==> src/rtl/pic_regif_pkg.sv <==
package pic_regif_pkg;

    localparam int BYTE_W = 8;

    typedef enum logic [1:0] {
        ST_NORMAL = 2'd0,
        ST_BASE   = 2'd1,
        ST_SKIP   = 2'd2,
        ST_MODE   = 2'd3
    } init_step_e;

    typedef enum logic [2:0] {
        OP_NONE         = 3'd0,
        OP_EOI_ANY      = 3'd1,
        OP_EOI_LINE     = 3'd3,
        OP_EOI_ROTATE   = 3'd5,
        OP_SET_PRIO     = 3'd6,
        OP_EOI_ROT_LINE = 3'd7
    } op_kind_e;

    typedef struct packed {
        logic nested;
        logic auto_eoi;
        logic need_mode;
    } mode_t;

    function automatic logic is_init_word(input logic a, input logic [BYTE_W-1:0] d);
        return !a && d[4];
    endfunction

    function automatic logic is_ctrl_word(input logic a, input logic [BYTE_W-1:0] d);
        return !a && !d[4] && d[3];
    endfunction

    function automatic logic is_cmd_word(input logic a, input logic [BYTE_W-1:0] d);
        return !a && !d[4] && !d[3];
    endfunction

    function automatic op_kind_e cmd_to_op(input logic [2:0] c);
        case (c)
            3'd1:    return OP_EOI_ANY;
            3'd3:    return OP_EOI_LINE;
            3'd5:    return OP_EOI_ROTATE;
            3'd6:    return OP_SET_PRIO;
            3'd7:    return OP_EOI_ROT_LINE;
            default: return OP_NONE;
        endcase
    endfunction

endpackage

==> src/rtl/pic_init_fsm.sv <==
module pic_init_fsm
    import pic_regif_pkg::*;
#(
    parameter int BASE_W = 5
) (
    input  logic                clk,
    input  logic                rst,
    input  logic                wr_en,
    input  logic                wr_addr,
    input  logic [BYTE_W-1:0]   wdata,
    output init_step_e          step,
    output logic [BASE_W-1:0]   base,
    output mode_t               mode,
    output logic [BYTE_W-1:0]   mask,
    output logic                mask_load,
    output logic                init_pulse
);

    logic init_hit;
    logic odd_wr;

    assign init_hit = wr_en && is_init_word(wr_addr, wdata);
    assign odd_wr   = wr_en && wr_addr;

    always_ff @(posedge clk) begin
        if (rst) begin
            step       <= ST_NORMAL;
            base       <= '0;
            mode       <= '0;
            mask       <= '0;
            mask_load  <= 1'b0;
            init_pulse <= 1'b0;
        end else begin
            mask_load  <= 1'b0;
            init_pulse <= 1'b0;
            if (init_hit) begin
                step           <= ST_BASE;
                base           <= '0;
                mode.nested    <= 1'b0;
                mode.auto_eoi  <= 1'b0;
                mode.need_mode <= wdata[0];
                mask           <= '0;
                init_pulse     <= 1'b1;
            end else if (odd_wr) begin
                case (step)
                    ST_NORMAL: begin
                        mask      <= wdata;
                        mask_load <= 1'b1;
                    end
                    ST_BASE: begin
                        base <= wdata[BYTE_W-1 -: BASE_W];
                        step <= ST_SKIP;
                    end
                    ST_SKIP: begin
                        step <= mode.need_mode ? ST_MODE : ST_NORMAL;
                    end
                    default: begin
                        mode.nested   <= wdata[4];
                        mode.auto_eoi <= wdata[1];
                        step          <= ST_NORMAL;
                    end
                endcase
            end
        end
    end

    // restart lands in the base step with a strobe
    a_r1_restart_step: assert property (@(posedge clk) disable iff (rst)
        init_hit |=> (step == ST_BASE && init_pulse && mask == '0));

    // mask untouched by odd writes during set-up
    a_r4_mask_guard: assert property (@(posedge clk) disable iff (rst)
        (odd_wr && step != ST_NORMAL) |=> $stable(mask));

    // mode flags change only on the fourth word or a restart
    a_r3_mode_guard: assert property (@(posedge clk) disable iff (rst)
        (!init_hit && !(odd_wr && step == ST_MODE)) |=> $stable(mode));

    // the base step always advances to the skip step
    a_r2_base_advance: assert property (@(posedge clk) disable iff (rst)
        (odd_wr && !init_hit && step == ST_BASE) |=> step == ST_SKIP);

endmodule

==> src/rtl/pic_ocw_decode.sv <==
module pic_ocw_decode
    import pic_regif_pkg::*;
#(
    parameter int LINE_W = 3
) (
    input  logic                clk,
    input  logic                rst,
    input  logic                wr_en,
    input  logic                wr_addr,
    input  logic [BYTE_W-1:0]   wdata,
    input  logic                rd_en,
    output logic                poll_armed,
    output logic                read_isr,
    output logic                smm,
    output logic                rot_aeoi,
    output logic                op_valid,
    output op_kind_e            op_kind,
    output logic [LINE_W-1:0]   op_line
);

    logic       init_hit;
    logic       ctrl_hit;
    logic       cmd_hit;
    logic [2:0] code;

    assign init_hit = wr_en && is_init_word(wr_addr, wdata);
    assign ctrl_hit = wr_en && is_ctrl_word(wr_addr, wdata);
    assign cmd_hit  = wr_en && is_cmd_word(wr_addr, wdata);
    assign code     = wdata[7:5];

    always_ff @(posedge clk) begin
        if (rst) begin
            poll_armed <= 1'b0;
            read_isr   <= 1'b0;
            smm        <= 1'b0;
            rot_aeoi   <= 1'b0;
            op_valid   <= 1'b0;
            op_kind    <= OP_NONE;
            op_line    <= '0;
        end else begin
            op_valid <= 1'b0;
            op_kind  <= OP_NONE;
            if (rd_en) begin
                poll_armed <= 1'b0;
            end
            if (init_hit) begin
                poll_armed <= 1'b0;
                read_isr   <= 1'b0;
                smm        <= 1'b0;
                rot_aeoi   <= 1'b0;
            end else if (ctrl_hit) begin
                if (wdata[2]) poll_armed <= 1'b1;
                if (wdata[1]) read_isr   <= wdata[0];
                if (wdata[6]) smm        <= wdata[5];
            end else if (cmd_hit) begin
                case (code)
                    3'd0: rot_aeoi <= 1'b0;
                    3'd4: rot_aeoi <= 1'b1;
                    3'd2: ;
                    default: begin
                        op_valid <= 1'b1;
                        op_kind  <= cmd_to_op(code);
                        op_line  <= wdata[LINE_W-1:0];
                    end
                endcase
            end
        end
    end

    // a strobe always carries a real command code
    a_r6_kind_valid: assert property (@(posedge clk) disable iff (rst)
        op_valid |-> op_kind != OP_NONE);

    // strobe lasts one cycle without a new command
    a_r6_single_pulse: assert property (@(posedge clk) disable iff (rst)
        (op_valid && !cmd_hit) |=> !op_valid);

    // a read without a write disarms poll
    a_r7_poll_oneshot: assert property (@(posedge clk) disable iff (rst)
        (rd_en && !wr_en) |=> !poll_armed);

    // restart clears read options and command strobe
    a_r1_restart_clears: assert property (@(posedge clk) disable iff (rst)
        init_hit |=> (!poll_armed && !read_isr && !smm && !rot_aeoi && !op_valid));

endmodule

==> src/rtl/pic_read_path.sv <==
module pic_read_path
    import pic_regif_pkg::*;
#(
    parameter int LINE_W = 3
) (
    input  logic                clk,
    input  logic                rst,
    input  logic                rd_en,
    input  logic                rd_addr,
    input  logic                poll_armed,
    input  logic                read_isr,
    input  logic [BYTE_W-1:0]   irr,
    input  logic [BYTE_W-1:0]   isr,
    input  logic [BYTE_W-1:0]   mask,
    input  logic                res_valid,
    input  logic [LINE_W-1:0]   res_line,
    output logic [BYTE_W-1:0]   rdata,
    output logic                poll_clr,
    output logic [LINE_W-1:0]   poll_line
);

    localparam logic [BYTE_W-1:0] SPURIOUS = BYTE_W'((1 << LINE_W) - 1);

    always_comb begin
        if (poll_armed) begin
            rdata = res_valid ? BYTE_W'(res_line) : SPURIOUS;
        end else if (rd_addr) begin
            rdata = mask;
        end else begin
            rdata = read_isr ? isr : irr;
        end
    end

    always_ff @(posedge clk) begin
        if (rst) begin
            poll_clr  <= 1'b0;
            poll_line <= '0;
        end else begin
            poll_clr <= rd_en && poll_armed && res_valid;
            if (rd_en && poll_armed && res_valid) begin
                poll_line <= res_line;
            end
        end
    end

    // a clear strobe only follows a successful poll read
    a_r7_clear_source: assert property (@(posedge clk) disable iff (rst)
        poll_clr |-> $past(rd_en && poll_armed && res_valid));

    // outside poll, odd reads show the mask
    a_r8_mask_read: assert property (@(posedge clk) disable iff (rst)
        (!poll_armed && rd_addr) |-> rdata == mask);

endmodule

==> src/rtl/pic_regif.sv <==
module pic_regif
    import pic_regif_pkg::*;
#(
    parameter int NUM_LINES = 8,
    localparam int LINE_W   = $clog2(NUM_LINES),
    localparam int BASE_W   = BYTE_W - LINE_W
) (
    input  logic               clk,
    input  logic               rst,
    input  logic               wr_en,
    input  logic               rd_en,
    input  logic               addr,
    input  logic [7:0]         wdata,
    output logic [7:0]         rdata,
    input  logic [7:0]         irr_in,
    input  logic [7:0]         isr_in,
    input  logic               res_valid,
    input  logic [LINE_W-1:0]  res_line,
    output logic               init_pulse,
    output logic [7:0]         mask_out,
    output logic               mask_load,
    output logic               op_valid,
    output logic [2:0]         op_kind,
    output logic [LINE_W-1:0]  op_line,
    output logic               poll_clr,
    output logic [LINE_W-1:0]  poll_line,
    output logic [BASE_W-1:0]  vec_base,
    output logic               auto_eoi,
    output logic               nested_mode,
    output logic               need_mode_word,
    output logic               rot_auto_eoi,
    output logic               special_mask,
    output logic [1:0]         init_step
);

    init_step_e step_w;
    mode_t      mode_w;
    op_kind_e   kind_w;
    logic       poll_armed_w;
    logic       read_isr_w;

    pic_init_fsm #(.BASE_W(BASE_W)) u_init (
        .clk        (clk),
        .rst        (rst),
        .wr_en      (wr_en),
        .wr_addr    (addr),
        .wdata      (wdata),
        .step       (step_w),
        .base       (vec_base),
        .mode       (mode_w),
        .mask       (mask_out),
        .mask_load  (mask_load),
        .init_pulse (init_pulse)
    );

    pic_ocw_decode #(.LINE_W(LINE_W)) u_ocw (
        .clk        (clk),
        .rst        (rst),
        .wr_en      (wr_en),
        .wr_addr    (addr),
        .wdata      (wdata),
        .rd_en      (rd_en),
        .poll_armed (poll_armed_w),
        .read_isr   (read_isr_w),
        .smm        (special_mask),
        .rot_aeoi   (rot_auto_eoi),
        .op_valid   (op_valid),
        .op_kind    (kind_w),
        .op_line    (op_line)
    );

    pic_read_path #(.LINE_W(LINE_W)) u_read (
        .clk        (clk),
        .rst        (rst),
        .rd_en      (rd_en),
        .rd_addr    (addr),
        .poll_armed (poll_armed_w),
        .read_isr   (read_isr_w),
        .irr        (irr_in),
        .isr        (isr_in),
        .mask       (mask_out),
        .res_valid  (res_valid),
        .res_line   (res_line),
        .rdata      (rdata),
        .poll_clr   (poll_clr),
        .poll_line  (poll_line)
    );

    assign init_step      = step_w;
    assign op_kind        = kind_w;
    assign auto_eoi       = mode_w.auto_eoi;
    assign nested_mode    = mode_w.nested;
    assign need_mode_word = mode_w.need_mode;

endmodule

==> config.mk <==
export PLATFORM = sky130hd
export DESIGN_NAME = pic_regif
export DESIGN_NICKNAME = d
export VERILOG_FILES = /design/src/rtl/pic_regif_pkg.sv /design/src/rtl/pic_init_fsm.sv /design/src/rtl/pic_ocw_decode.sv /design/src/rtl/pic_read_path.sv /design/src/rtl/pic_regif.sv
export SDC_FILE = /design/constraint.sdc
export NUM_CORES = 1
export LEC_CHECK = 0
export BUFFER_PORTS_ARGS = -buffer_cell sky130_fd_sc_hd__buf_4
export CAP_MARGIN = 40
export CORE_MARGIN = 5
export CORE_UTILIZATION = 49
export CTS_CLUSTER_SIZE = 20
export DETAILED_ROUTE_END_ITERATION = 8
export PLACE_DENSITY = 0.83
export SETUP_SLACK_MARGIN = 0.2
export SYNTH_ARGS = -nofsm -noshare
export SYNTH_HDL_FRONTEND = slang
export SYNTH_SLANG_ARGS = --single-unit
export TNS_END_PERCENT = 5
==> constraint.sdc <==
create_clock -name clk -period 2.5 [get_ports clk]
set_clock_uncertainty 0.05 [all_clocks]
set_input_delay 0.25 -clock clk [delete_from_list [all_inputs] [get_ports clk]]
set_output_delay 0.25 -clock clk [all_outputs]
set_load 0.02 [all_outputs]
==> run metrics, run 1 <==
GRT Util Overall=18.0%; Synth Register Bits=35; post_cts resized=0; endpoint type of the worst setup path=output port; CTS H-tree depth=2; detailed placer's ending HPWL=3030 um; num rows=20; cell taking the most area after synthesis=dfxtp_1; root buf cell=clkbuf_4; R2R Setup Slk=1.06 ns; synth warn=0; Async SR Flop Fraction=0%; Post-Syn Nets=219; critical path depth=4; die area=4530 um2; sequential share of the synthesized area=43.6%; port bufs=73; reg2reg start=u_init.step[1]; DRC Markers=0; design area=2200 um2; worst setup path endpoint=rdata[0]; CTS tree=yes; critical path fanouts, max=9; CP required=2.20 ns; post-CTS setup buffers=0; area post-placement=2150 um2; R2R cell count=5; Slowest-stage cell, CP=dfxtp_1; worst hold path class=in2reg; Final Hold Violating Endpoints=0; setup_tns=0 ns; RSZ-0062 raised after global routing=false; Worst-path clk slew=0.09 ns; Nets=286; Critical Path AT=1.65 ns; PD cells=474 nW/um2; Max Freq=512 MHz; IO Pins=74; most common flop cell mapped by yosys=dfxtp_1; R2R Path End=u_init.base[3]; worst IR drop on VDD=0.000325 V; share of post-route cells with drive strength above 1=34.8%; Vias/cell=5.05; crit path from=u_ocw.read_isr; clock buffer count from CTS=5; number of synthesized flops with an enable pin=0; total grt overflow=0; max_cap viols=0; Final Max Tran Viols=0; Core ar.=3100 um2; post-synthesis cell type count=28; ANT nets after route=0; vias in the first global route=1353; first-pass GRT wire length=6090 um; minimum clock period=1.95 ns; worst path bufs/invs=1; chip width=67.3 um; leading post-synthesis cells by cell area=dfxtp_1 44%, mux2i_1 12%, mux2_2 5.6%, a21oi_1 5.0%, nor2_1 4.7%; critical setup path kind=reg2out; final setup vio count=0; Max stage delay on crit path=0.56 ns; vias=1486; most common cell in the netlist=dfxtp_1; clk_lat worst skew=0.33 ns; Synth top area share=43.6%; Layout area overhead=37.0%; Final GP Congestion=0.768; CTS max path bufs=2; Post-Syn Instances=182; fill cell total of the finished layout=276; Startpoint Class=register; Routed WL per cell=13.5 um; area of the mapped netlist=1610 um2; final period utilization=78.2%; antenna fix cells=0; Starting Density=51.8%; Leak=1.06 nW; clock net sink count=35; status=finished, final reports clean; first-iteration detailed-routing DRC count=63; largest net degree at the start of global routing=21; critical-path cell list=mux2_2, mux2i_1, o21ai_0, buf_4; Hold-fix buffers, CTS=0; slew margin rel.=51.9%; initial antenna violation count=0; die span in y=67.3 um; WL final=3970 um; Detailed Routing Iterations Pass 1=4; Commonest cells post-synth=35 x dfxtp_1, 20 x mux2i_1, 20 x nor2_1, 17 x nand2_1, 16 x a21oi_1; Tightest Pin Transition=0.722 ns; syn_area_per_cell=8.83 um2; family with the most delay on the worst path=flip-flops
[worst register-to-register path: cells and delay by family (launching register included)]
kind | cells | cell delay (ns)
buffers and inverters | 1 | 0.09
muxes | 1 | 0.22
adders and majority gates | 1 | 0.21
and+or+nand+nor | 2 | 0.33
DFF | 1 | 0.41
[worst min path at each step]
stage	depth (start not counted)	to	start
final	3	u_read.poll_line[1]	res_line[1]
after global routing	3	u_read.poll_line[1]	res_line[1]
after CTS	3	u_read.poll_line[1]	res_line[1]
after detailed placement	2	u_ocw.op_line[2]	u_ocw.op_line[2]
after global placement	2	u_init.mask[7]	u_init.mask[7]
after floorplan	2	u_init.mask[0]	wdata[0]
[routing by layer]
layer | wire (um) | GRT usage, % | share of wire, %
met2 | 1780 | 29.6 | 45
met3 | 487 | 6.82 | 12
met4 | 55 | 7.09 | 1.4
met5 | 0 | 0 | 0
met1 | 1640 | 21.2 | 41
[cells by family (layout without fill, tap and decap cells)]
logic type,count (synthesis),in the layout,synth area share [%]
buffers and inverters,18,86,4.82
adders and majority gates,4,4,3.11
DFF,35,35,43.6
AOI/OAI and AO/OA,33,33,10.9
and+or+nand+nor,64,64,19.5
muxes,28,28,18.1
[registers in the layout, indices dropped and copies added (netlist names)]
| signal | count |
|---|---|
| u_ocw.rot_aeoi | 1 |
| u_ocw.op_valid | 1 |
| u_init.step | 2 |
| u_init.mask | 8 |
| u_read.poll_clr | 1 |
| u_ocw.op_line | 3 |
| u_init.mode | 3 |
| u_ocw.smm | 1 |
| u_ocw.read_isr | 1 |
| u_ocw.poll_armed | 1 |
| u_init.base | 5 |
| u_read.poll_line | 3 |
| u_init.mask_load | 1 |
| u_init.init_pulse | 1 |
| u_ocw.op_kind | 3 |
[report_power, final]
group / switching [mW] / leakage [nW] / internal, mW
combinational: 0.0936 / 0.746 / 0.0866
clock: 0.176 / 0.0293 / 0.110
sequential: 0.00872 / 0.283 / 0.568
total: 0.278 / 1.06 / 0.765
[cells in the final DEF (no fill, tap or decap), drive strengths merged]
cell type,instances
mux2i,20
dfxtp,35
o21ai,13
nand2b,5
or4b,2
mux2,8
clkbuf,7
nand4bb,1
nor3b,1
nor2b,2
o41ai,1
nor4bb,1
and3,1
a21o,1
clkinv,1
and3b,1
inv,5
nor2,20
nand2,17
nor3,4
a21oi,16
a31oi,1
o31ai,1
buf,73
nand3b,1
nand3,8
ha,4
[final cells by class]
cell class                      instances  area [um2]  area share [%]
Tap cell                               44        55.1            2.50
Inverter                                5        18.8           0.852
Clock buffer                            7        45.0            2.05
Clock inverter                          1        5.00           0.227
Timing Repair Buffer                   73         548            24.9
Sequential cell                        35         701            31.8
Multi-Input combinational cell        129         830            37.7
[metrics by stage]
stage | hold slack (ns) | std cells | setup WS (ns) | util (%) | power, mW
floorplan | 0.336 | 182 | 0.850 | - | 0.685
global placement | 0.412 | 286 | 0.680 | 69.4 | 0.768
detailed placement | 0.417 | 286 | 0.652 | 69.4 | 0.771
CTS | 0.103 | 294 | 0.503 | 71.0 | 1.05
global route | 0.0988 | 294 | 0.407 | 71.0 | 1.11
finish | 0.110 | 294 | 0.545 | 71.0 | 1.04
(Power assumes the default switching activity.)
==> run 2, diff against run 1 <==
CORE_UTILIZATION = 46   (was 49)
PLACE_DENSITY = 0.79   (was 0.83)
clock period = 1.9 ns   (was 2.5 ns; I/O delays follow)
==> run metrics, run 2 (same netlist as run 1, synthesis figures left out) <==
PnR worst setup slack=0.154 ns (-0.391 ns); CTS tree=yes; num rows=21 (+5.0%); total grt overflow=0 (unchanged); CTS H-tree depth=2 (unchanged); Total Power=1.50 mW (+44%); Hold Startpoint=res_line[1]; Largest register FFs=8 (unchanged); critical path fanouts, max=5 (-4); ANT nets after route=0 (unchanged); antenna fix cells=0 (unchanged); Final Max Tran Viols=0 (unchanged); Leak=1.12 nW (+5.4%); largest net degree at the start of global routing=20 (-4.8%); FF/Latch Area=704 um2 (+0.54%); Hold-fix buffers, CTS=0 (unchanged); slew margin rel.=66.2% (+14 points); share of post-route cells with drive strength above 1=36.9% (+2.1 points); final period utilization=91.9%; pre-CTS WS=0.293 ns (-0.359 ns); Nets=292 (+2.1%); WHS Endpoint=u_read.poll_line[1]; CP required=1.66 ns (-0.54 ns); Starting Density=47.8% (-4.0 points); worst IR drop on VDD=0.000721 V (+120%); Final Hold Violating Endpoints=0 (unchanged); setup_tns=0 ns (unchanged); endpoint type of the worst setup path=output port; Final GP Congestion=0.785 (+2.1%); clock buffer count from CTS=5 (unchanged); Detailed Routing Iterations Pass 1=4 (unchanged); area occupied by multi-input gates=848 um2 (+2.3%); Tightest Pin Transition=0.501 ns (-0.221 ns); Critical Path AT=1.51 ns (-0.14 ns); initial antenna violation count=0 (unchanged); first-iteration detailed-routing DRC count=51 (-19%); clk_lat worst skew=0.32 ns (about the same); max_cap viols=0 (unchanged); most common cell after layout, fill and taps aside=buf_4; Largest Register=u_init.mask; chip width=69.1 um (+2.7%); Vias/cell=5.14 (+1.7%); RSZ-0062 raised after global routing=true; clock net sink count=35 (unchanged); IO Pins=74 (unchanged); Hold Path Cell Cnt=3 (unchanged); vias=1547 (+4.1%); R2R cell count=5 (unchanged); vias in the first global route=1539 (+14%); port bufs=73 (unchanged); Worst-path clk slew=0.10 ns (about the same); first-pass GRT wire length=7220 um (+19%); R2R Path End=u_init.base[3]; PD cells=654 nW/um2 (+38%); Max Freq=573 MHz; detailed placer's ending HPWL=3050 um (+0.65%); R2R Setup Slk=0.47 ns (-0.59 ns); biggest regs=u_init.mask (8), u_init.base (5); reg2reg start=u_init.step[1]; GRT Util Overall=17.9% (-0.12 points); CTS max path bufs=2 (unchanged); final setup vio count=0 (unchanged); most frequent cells in the layout=77 x buf_4, 34 x dfxtp_1, 20 x mux2i_1, 20 x nor2_1, 17 x nand2_1; DRC Markers=0 (unchanged); Startpoint Class=register; critical setup path kind=reg2out; worst hold path class=in2reg; root buf cell=clkbuf_4; die span in y=69.1 um (+2.7%); Routed WL per cell=13.8 um (+2.3%); Core ar.=3360 um2 (+8.4%); crit path from=u_ocw.read_isr; minimum clock period=1.75 ns; Layout area overhead=43.1%; die area=4780 um2 (+5.5%); status=finished, final reports clean; fill cell total of the finished layout=286 (+3.6%); WL final=4160 um (+4.8%)
==> run 2: cell count changes in the layout (fill, tap and decap cells not counted), sizes merged <==
cell	change
clkbuf	-1
bufinv	+1
clkinv	-1
buf	+6
==> run 2: cell type report <==
cell class,count,share of cell area [%]
Timing Repair Buffer,79,26.1
Clock buffer,6,1.79
Multi-Input combinational cell,129,36.9
Tap cell,46,2.50
Inverter,5,0.816
Sequential cell,35,30.6
Clock inverter,1,1.31
==> run 2: power by group <==
group / switching (mW) / leakage [nW] / total (mW) / internal, mW
clock: 0.227 / 0.0383 / 0.499 / 0.271
combinational: 0.127 / 0.794 / 0.248 / 0.121
sequential: 0.0112 / 0.284 / 0.758 / 0.747
total: 0.365 / 1.12 / 1.50 / 1.14
==> run 2: metrics by stage <==
step | utilization [%] | hold slack, ns | instances | cell area (um2)
after floorplan | - | 0.276 | 182 | 1610
after global placement | 64.5 | 0.384 | 290 | 2170
after detailed placement | 64.5 | 0.399 | 290 | 2170
after CTS | 68.2 | 0.0482 | 300 | 2290
after global routing | 68.4 | 0.0495 | 301 | 2300
final | 68.4 | 0.0514 | 301 | 2300
==> run 2: timing repair <==
| action | CTS | global route |
|---|---|---|
| gates resized for setup | 10 | 0 |
| gates cloned | 0 | 0 |
| pin swaps | 1 | 0 |
| setup buffers | 3 | 1 |
| setup endpoints to repair | 8 | 8 |
==> run 2: how the worst max path moves through the flow <==
stage | end | slack, ns | depth (start not counted)
3_5_place_dp | u_ocw.rot_aeoi | 0.29 | 4
3_3_place_gp | u_ocw.rot_aeoi | 0.30 | 4
4_1_cts | rdata[3] | 0.15 | 5
2_1_floorplan | u_ocw.rot_aeoi | 0.31 | 5
5_1_grt | rdata[3] | 0.05 | 5
6_report | rdata[3] | 0.15 | 5
==> run 2: routing by layer <==
| metal | wire, um | global-route usage, % |
|---|---|---|
| met1 | 1730 | 21.4 |
| met2 | 1950 | 29.0 |
| met3 | 429 | 8.58 |
| met4 | 53 | 3.90 |
| met5 | 0 | 0 |
==> run 2: critical path: stages, from the launching register on <==
cell,delay (ns)
dfxtp_4,0.40
buf_6,0.13
mux2_4,0.30
mux2i_1,0.13
nor2_1,0.05
buf_4,0.17
==> run 3, diff against run 2 <==
CAP_MARGIN = not set   (was 40)
CORE_UTILIZATION = 48   (was 46)
CTS_BUF_LIST = sky130_fd_sc_hd__clkbuf_2   (was not set)
PLACE_DENSITY = 0.82   (was 0.79)
==> run metrics, run 3 (same netlist as run 1, synthesis figures left out) <==
status=finished, final reports clean; Net Sw Power=375 uW (+2.6%); antenna fix cells=0 (unchanged); port bufs=73 (unchanged); most frequent cells in the layout=75 x buf_4, 34 x dfxtp_1, 20 x mux2i_1, 20 x nor2_1, 17 x nand2_1; vias=1539 (-0.52%); Gate power share=18.6% (+2.1 points); critical path fanouts, max=4 (-1); IO Pins=74 (unchanged); clk_lat worst skew=0.37 ns (+0.05 ns); critical setup path kind=reg2out; first-iteration detailed-routing DRC count=59 (+16%); Hold Startpoint=res_line[1]; PD cells=586 nW/um2 (-10%); Nets=294 (+0.68%); Critical Path AT=1.55 ns (+0.04 ns); final period utilization=94.5% (+2.5 points); Largest register FFs=8 (unchanged); clock buffer count from CTS=5 (unchanged); Clk pwr share=24.4% (-8.7 points); worst hold path class=in2reg; Hold Path Cell Cnt=3 (unchanged); Tightest Pin Transition=0.492 ns (-0.00844 ns); R2R Setup Slk=0.44 ns (-0.03 ns); root buf cell=clkbuf_2; Slowest-stage cell, CP=dfxtp_4; CTS H-tree depth=2 (unchanged); Routed WL per cell=13.9 um (+0.87%); Leak=1.10 nW (-1.5%); Layout area overhead=41.5%; CTS tree=yes; first-pass GRT wire length=6290 um (-13%); Detailed Routing Iterations Pass 1=4 (unchanged); Max stage delay on crit path=0.40 ns (about the same); Largest Register=u_init.mask; RSZ-0062 raised after global routing=true; Starting Density=49.0% (+1.1 points); die area=4610 um2 (-3.6%); worst IR drop on VDD=0.000483 V (-33%); R2R cell count=5 (unchanged); chip width=67.9 um (-1.8%); CP required=1.66 ns (about the same); num rows=21 (unchanged); Final Hold Violating Endpoints=0 (unchanged); largest net degree at the start of global routing=20 (unchanged); fill cell total of the finished layout=283 (-1.0%); Worst-path clk slew=0.15 ns (+0.05 ns); Vias/cell=5.06 (-1.5%); minimum clock period=1.79 ns (+0.0484 ns); vias in the first global route=1447 (-6.0%); Final GP Congestion=0.795 (+1.3%); max_cap viols=0 (unchanged); family with the most delay on the worst path=multiplexers; worst path bufs/invs=2 (unchanged); setup_tns=0 ns (unchanged); PnR worst setup slack=0.105 ns (-0.0484 ns); final setup vio count=0 (unchanged); die span in y=67.9 um (-1.8%); Core ar.=3280 um2 (-2.3%); pre-CTS WS=0.270 ns (-0.0227 ns); total grt overflow=0 (unchanged); CTS max path bufs=2 (unchanged); reg2reg start=u_init.step[1]; detailed placer's ending HPWL=3130 um (+2.6%); DRC Markers=0 (unchanged); power share of the sequential group=57.0% (+6.6 points); critical-path cell list=buf_6, mux2_2, mux2i_1, nor2_1, buf_4; Final Max Tran Viols=0 (unchanged); Max Freq=557 MHz (-2.7%); biggest regs=u_init.mask (8), u_init.base (5); share of post-route cells with drive strength above 1=36.0% (-0.82 points); WHS Endpoint=u_read.poll_line[1]; clock net sink count=35 (unchanged); P_int=958 uW (-16%); Startpoint Class=register; most common cell after layout, fill and taps aside=buf_4; sw frac=28.1% (+3.8 points); slew margin rel.=66.7% (+0.57 points); GRT Util Overall=18.1% (+0.24 points); endpoint type of the worst setup path=output port; post-layout util=69.3% (+0.84 points); R2R Path End=u_init.base[2]; initial antenna violation count=0 (unchanged); WL final=4230 um (+1.9%); ANT nets after route=0 (unchanged)
==> run 3: tightest hold or removal path, delay by kind of cell <==
kind	cells	cell delay, ns
and+or+nand+nor	1	0.07
buffers and inverters	1	0.09
muxes	1	0.05
==> run 3: layout make-up <==
class	count	area, um2	share of cell area (%)
timing repair buffer	81	627	27.6
clock inverter	2	7.51	0.330
clock buffer	6	30.0	1.32
sequential	35	704	31.0
inverter	5	18.8	0.825
multi-input combinational	129	830	36.5
tap	46	57.6	2.53
==> run 3: layer usage <==
layer  up-vias  GRT usage [%]  share of wire [%]  wire length [um]
li1        775              -                  -                 -
met5         -              0                  0                 0
met3         6           7.39                 11               464
met1       697           21.5                 41              1750
met4         0           6.70                1.1                48
met2        61           29.4                 47              1970
==> run 3: through the flow <==
stage,area [um2],std cells,hold WS (ns),total power [mW]
finish,2270,304,0.0112,1.33
floorplan,1610,182,0.276,0.901
CTS,2210,298,0.00180,1.33
global placement,2170,290,0.385,1.01
global route,2270,304,0.00598,1.40
detailed placement,2170,290,0.387,1.02
==> run 3: repair_timing <==
item / 4_1_cts / 5_1_grt
pin swaps: 0 / 1
gates resized for setup: 2 / 8
endpoints found under the setup margin: 8 / 8
hold buffers: 0 / 3
hold endpoints to repair: 0 / 4
setup buffers: 0 / 3
==> run 3: power by group through the flow <==
stage                     combinational, mW  sequential [mW]  clock, mW
final                                 0.249            0.760      0.325
after global routing                  0.270            0.762      0.364
after CTS                             0.242            0.760      0.328
after detailed placement              0.241            0.776          0
after global placement                0.238            0.776          0
after floorplan                       0.111            0.791          0
==> run 3: how the worst max path moves through the flow <==
stage               slack (ns)          endpoint      startpoint  depth (start not counted)
floorplan                 0.31    u_ocw.rot_aeoi            addr                          5
global placement          0.30    u_ocw.rot_aeoi            addr                          4
detailed placement        0.27  u_ocw.op_line[2]            addr                          5
CTS                       0.11          rdata[2]  u_ocw.read_isr                          4
finish                    0.11          rdata[5]  u_ocw.read_isr                          5
global route             0.009          rdata[1]  u_ocw.read_isr                          5
